<file path="src/rtl/sirq_pkg.sv">
package sirq_pkg;

    localparam int NSRC   = 32;
    localparam int LVL_W  = 4;
    localparam int NLVL   = 1 << LVL_W;
    localparam int CPU_W  = 4;
    localparam int ADDR_W = 3;
    localparam int DATA_W = 32;

    // bits a disable/enable write may touch, and the reset mask
    localparam logic [DATA_W-1:0] WR_MASK  = 32'h804D_FF80;
    localparam logic [DATA_W-1:0] DIS_INIT = 32'h004D_FF80;
    localparam int GLOBAL_BIT = 31;
    localparam logic [LVL_W-1:0] NMI_LVL = '1;
    localparam logic [3:0] EXT_TAG = 4'h1;

    typedef enum logic [ADDR_W-1:0] {
        OFF_PEND = 3'd0,
        OFF_MASK = 3'd1,
        OFF_EN   = 3'd2,
        OFF_DIS  = 3'd3,
        OFF_TGT  = 3'd4
    } reg_off_e;

    typedef struct packed {
        logic [NSRC-1:0]  pend;
        logic [DATA_W-1:0] dis;
        logic [CPU_W-1:0] tgt;
        logic [NSRC-1:0]  src;
        logic [NLVL-1:0]  lset;
        logic [NLVL-1:0]  lclr;
        logic [CPU_W-1:0] lcpu;
    } rtr_state_t;

    function automatic logic [LVL_W-1:0] src_level(input int unsigned idx);
        logic [LVL_W-1:0] l;
        case (idx)
            0:  l = 4'd2;
            1:  l = 4'd3;
            2:  l = 4'd5;
            3:  l = 4'd7;
            4:  l = 4'd9;
            5:  l = 4'd11;
            7:  l = 4'd14;
            8:  l = 4'd3;
            9:  l = 4'd5;
            10: l = 4'd7;
            11: l = 4'd9;
            12: l = 4'd11;
            13: l = 4'd13;
            14: l = 4'd12;
            15: l = 4'd12;
            16: l = 4'd6;
            18: l = 4'd4;
            19: l = 4'd10;
            20: l = 4'd8;
            22: l = 4'd11;
            28: l = 4'd15;
            default: l = 4'd0;
        endcase
        return l;
    endfunction

    function automatic logic [NSRC-1:0] mapped_mask();
        logic [NSRC-1:0] m;
        m = '0;
        for (int i = 0; i < NSRC; i++) m[i] = (src_level(i) != '0);
        return m;
    endfunction

    localparam logic [NSRC-1:0] MAPPED = mapped_mask();

endpackage

</file>
<file path="src/rtl/sirq_lvl_map.sv">
module sirq_lvl_map
    import sirq_pkg::*;
#(
    parameter int N_LINES = NSRC,
    parameter int N_LEVELS = NLVL
) (
    input  logic [N_LINES-1:0]  lines_i,
    output logic [N_LEVELS-1:0] lvl_mask_o
);

    logic [N_LEVELS-1:0] contrib [N_LINES];

    for (genvar g = 0; g < N_LINES; g++) begin : g_line
        localparam logic [LVL_W-1:0] LV = src_level(g);
        if (LV != '0) begin : g_mapped
            always_comb begin
                contrib[g] = '0;
                contrib[g][LV] = lines_i[g];
            end
        end else begin : g_unmapped
            assign contrib[g] = '0;
        end
    end

    always_comb begin
        lvl_mask_o = '0;
        for (int i = 0; i < N_LINES; i++) lvl_mask_o |= contrib[i];
    end

endmodule

</file>
<file path="src/rtl/sirq_prio.sv">
module sirq_prio #(
    parameter int N_LEVELS = 16,
    localparam int W = $clog2(N_LEVELS)
) (
    input  logic [N_LEVELS-1:0] mask_i,
    output logic [W-1:0]        top_o,
    output logic                any_o
);

    always_comb begin
        top_o = '0;
        any_o = 1'b0;
        for (int i = 1; i < N_LEVELS; i++) begin
            if (mask_i[i]) begin
                top_o = W'(i);
                any_o = 1'b1;
            end
        end
    end

endmodule

</file>
<file path="src/rtl/sys_irq_router.sv">
module sys_irq_router
    import sirq_pkg::*;
(
    input  logic              clk,
    input  logic              rst_n,
    input  logic [NSRC-1:0]   src_i,
    input  logic [LVL_W-1:0]  cpu_pil_i,
    input  logic              cpu_trap_en_i,
    input  logic              reg_wr_i,
    input  logic [ADDR_W-1:0] reg_addr_i,
    input  logic [DATA_W-1:0] reg_wdata_i,
    output logic [DATA_W-1:0] reg_rdata_o,
    output logic              irq_req_o,
    output logic [7:0]        irq_code_o,
    output logic [NLVL-1:0]   lvl_set_o,
    output logic [NLVL-1:0]   lvl_clr_o,
    output logic [CPU_W-1:0]  lvl_cpu_o
);

    rtr_state_t st_d, st_q;

    logic [NSRC-1:0]   rise, fall, qual;
    logic [NLVL-1:0]   rise_lv, fall_lv, qual_lv;
    logic [LVL_W-1:0]  top_lv;
    logic              top_any;
    logic [DATA_W-1:0] wmask;
    logic              wr_en, wr_dis, wr_tgt;

    // edge detection against the previous sample of the lines
    assign rise = src_i & ~st_q.src & MAPPED;
    assign fall = ~src_i & st_q.src & MAPPED;

    // qualifying sources for the request path
    assign qual = st_q.pend & ~st_q.dis[NSRC-1:0] & MAPPED
                & {NSRC{~st_q.dis[GLOBAL_BIT]}};

    sirq_lvl_map #(.N_LINES(NSRC), .N_LEVELS(NLVL)) u_map_rise (
        .lines_i    (rise),
        .lvl_mask_o (rise_lv)
    );

    sirq_lvl_map #(.N_LINES(NSRC), .N_LEVELS(NLVL)) u_map_fall (
        .lines_i    (fall),
        .lvl_mask_o (fall_lv)
    );

    sirq_lvl_map #(.N_LINES(NSRC), .N_LEVELS(NLVL)) u_map_qual (
        .lines_i    (qual),
        .lvl_mask_o (qual_lv)
    );

    sirq_prio #(.N_LEVELS(NLVL)) u_prio (
        .mask_i (qual_lv),
        .top_o  (top_lv),
        .any_o  (top_any)
    );

    // register write decode
    assign wmask  = reg_wdata_i & WR_MASK;
    assign wr_en  = reg_wr_i && (reg_addr_i == OFF_EN);
    assign wr_dis = reg_wr_i && (reg_addr_i == OFF_DIS);
    assign wr_tgt = reg_wr_i && (reg_addr_i == OFF_TGT);

    // next-state computation
    always_comb begin
        st_d = st_q;
        st_d.src  = src_i;

        st_d.pend = (st_q.pend | rise) & ~fall;
        if (wr_dis) begin
            st_d.dis  = st_q.dis | wmask;
            st_d.pend = st_d.pend & ~wmask[NSRC-1:0];
        end
        if (wr_en) begin
            st_d.dis = st_q.dis & ~wmask;
        end
        if (wr_tgt) begin
            st_d.tgt = reg_wdata_i[CPU_W-1:0];
        end

        // level pulses to the per-processor bank, routed with the old target
        st_d.lset = rise_lv;
        st_d.lclr = fall_lv & ~rise_lv;
        st_d.lcpu = st_q.tgt;
    end

    always_ff @(posedge clk) begin
        if (!rst_n) begin
            st_q.pend <= '0;
            st_q.dis  <= DIS_INIT;
            st_q.tgt  <= '0;
            st_q.src  <= '0;
            st_q.lset <= '0;
            st_q.lclr <= '0;
            st_q.lcpu <= '0;
        end else begin
            st_q <= st_d;
        end
    end

    // read mux
    always_comb begin
        reg_rdata_o = '0;
        case (reg_addr_i)
            OFF_PEND: begin
                reg_rdata_o = st_q.pend;
                reg_rdata_o[GLOBAL_BIT] = 1'b0;
            end
            OFF_MASK: reg_rdata_o = st_q.dis;
            OFF_TGT:  reg_rdata_o[CPU_W-1:0] = st_q.tgt;
            default:  reg_rdata_o = '0;
        endcase
    end

    // request gate
    always_comb begin
        irq_req_o  = top_any &&
                     ((top_lv == NMI_LVL) || (cpu_trap_en_i && (top_lv > cpu_pil_i)));
        irq_code_o = irq_req_o ? {EXT_TAG, top_lv} : 8'h00;
    end

    assign lvl_set_o = st_q.lset;
    assign lvl_clr_o = st_q.lclr;
    assign lvl_cpu_o = st_q.lcpu;

endmodule

</file>
<file path="config.mk">
export PLATFORM = sky130hd
export DESIGN_NAME = sys_irq_router
export DESIGN_NICKNAME = d
export VERILOG_FILES = /design/src/rtl/sirq_pkg.sv /design/src/rtl/sirq_lvl_map.sv /design/src/rtl/sirq_prio.sv /design/src/rtl/sys_irq_router.sv
export SDC_FILE = /design/constraint.sdc
export NUM_CORES = 1
export LEC_CHECK = 0
export ABC_AREA = 1
export BUFFER_PORTS_ARGS = -buffer_cell sky130_fd_sc_hd__buf_2
export CORE_UTILIZATION = 40
export DETAILED_ROUTE_END_ITERATION = 8
export GPL_ROUTABILITY_DRIVEN = 0
export PLACE_DENSITY_LB_ADDON = 0.2
export SETUP_SLACK_MARGIN = 0.3
export SYNTH_ARGS = -nofsm -noshare
export SYNTH_HDL_FRONTEND = slang
export SYNTH_HIERARCHICAL = 1
export SYNTH_SLANG_ARGS = --single-unit
</file>
<file path="constraint.sdc">
create_clock -name clk -period 2.4 [get_ports clk]
set_input_delay 0.24 -clock clk [delete_from_list [all_inputs] [get_ports clk]]
set_output_delay 0.24 -clock clk [all_outputs]
set_load 0.01 [all_outputs]
</file>
==> metrics.yaml <==
routing:
  postRouteAntennaNets: 0
  wl_met2_um: 4550
  drc: 14
  dr.pass1.iters: 6
  drt-vias-per-instance: 4.33
  num_vias: 3979
  drt_iter0_drc: 205
  wire_per_inst_um: 10.7
  top_layer_used: "met4"
  routedLengthMet1_um: 4450
  wirelength_um: 9850
  wl_met3_um: 616
setup_path:
  worstPathRequired_ps: 2160
  cp.arrival_ps: 2710
  rrSetupSlack_ps: 1500
  cpMaxStageDelayCell: "dfxtp_4"
  startpoint_type: "register"
  critPathMaxFanout: 5
  path_buf_inv: 4
  crit_path_max_incr_delay_ps: 360
  cpLargestDelayFamily: "simple AND/OR/NAND/NOR gates"
  setup.worst_path.class: "reg2out"
  cpMostUsedCell: "nand2_1"
  end_kind: "output pin"
grt:
  grt.overflow.total: 0
  grt_pass1_vias: 3587
  grt_usage: 0.169
  grt_pass1_wl_um: 16300
  antenna_found_initial: 0
  grt_max_degree: 38
floorplan:
  core_area_um2: 11500
  start_util: 0.414
  rows: 39
  die_area_um2: 12400
  die_w_um: 111
  pin_count: 152
  die_h_um: 111
sta:
  finalSetupViolCount: 6
  period_needed_ps: 2950
  timing.fmax_mhz: 339
  finalWorstSetupSlack_ps: -546
  maxSlewHeadroom: 0.627
  worst_pin_slew_ps: 557
  period_share: 1.23
  clock_skew_ps: 6.51
  hold_slack_ps: 95.5
  rsz0062_at_grt: "true"
  final_hold_viol_count: 0
  finalMaxSlewViolations: 0
clock_network:
  cts_root_buf: "clkbuf_16"
  cts_sinks: 96
  clockBufferDepth: 2
  cts_tree: "yes"
  cts-htree-levels: 3
  clk_latency_ps: 350
  clkSlewWorstSetupHoldPaths_ps: 70
  cts_buffers: 9
run_status:
  status: "finished with violations"
  violations: "DRC, setup timing"
power_and_ir_drop:
  vdd_drop_max_v: 0.000663
  power.density_nw_per_um2: 725
  leakage_nw: 3.14
placement:
  hpwl_um: 7370
  post-place-cells: 900
  place_ws_ps: -195
  port_buffers: 113
  place_area_um2: 5060
synth:
  syn_area_um2: 4770
  syn_inst: 707
  avgSynthCellArea_um2: 6.74
  yosys_warnings: 6
cells_and_area:
  drive_gt1_frac: 0.228
  layout_common_cells: "inv_1, nor2_1, buf_2, nand2_1, dfxtp_1"
  final_common_cell: "inv_1"
  postLayoutCoreUtil: 0.479
  antenna_cells: 0
  finalNetCount: 850
  final_area_um2: 5510
  fin_cells: 919
  syn2layout_area_growth_pct: 15.6
job:
  maxCapViolCount: 0
min_path:
  hp-class: "in2reg"
per-layer routing:
layer | vias up | track usage
met5 | - | 0
met4 | 0 | 0.0748
met3 | 17 | 0.0558
met2 | 93 | 0.283
met1 | 1743 | 0.194
li1 | 2126 | -
per-stage QoR:
stage	TNS [ps]	power, mW
floorplan	-6.05	2.18
global placement	-809	2.29
detailed placement	-1140	2.31
CTS	-3200	4.03
global route	-5000	4.20
finish	-3190	4.00
worst reg2reg max path, delay by kind of cell (launching register included):
| kind | cells | cell delay [ps] |
|---|---|---|
| compound gates | 1 | 70 |
| simple gates | 1 | 80 |
| flops | 1 | 360 |
| buf+inv | 3 | 270 |
layout make-up:
type / count / area [µm²]
Clock inverter: 6 / 115
Tap cell: 143 / 179
Sequential cell: 96 / 1930
Multi-Input combinational cell: 373 / 1710
Clock buffer: 10 / 239
Inverter: 154 / 578
Fill cell: 1169 / 6000
Timing Repair Buffer: 137 / 766
flip-flops by register name, indices dropped and copies added, names as in the netlist:
register   flops
st_d           4
st_q          56
lvl_set_o     16
lvl_clr_o     16
lvl_cpu_o      4
where the power goes:
group	switching, mW	internal, mW	leakage, nW
Sequential	0.0337	1.67	0.793
Combinational	0.355	0.255	2.18
Clock	0.625	1.05	0.169
what timing repair did:
action / in CTS / in global routing
gates resized for setup: 11 / 7
setup buffers: 2 / 1
hold buffers: 0 / 0
setup endpoints to repair: 6 / 6
pin swaps: 8 / 8
final timing paths:
kind	from	to	depth (start not counted)
worst max-delay path	st_q[103]$_SDFFE_PN0P_	irq_code_o[2]	26
worst min-delay path	src_i[28]	st_q[64]$_SDFF_PN0_	3
worst max register to register	st_q[103]$_SDFFE_PN0P_	st_q[103]$_SDFFE_PN0P_	5
worst min register to register	st_d[0]$_SDFFE_PN0P_	lvl_cpu_o[0]$_SDFF_PN0_	2
No activity file was read; power rests on OpenSTA's default activity.
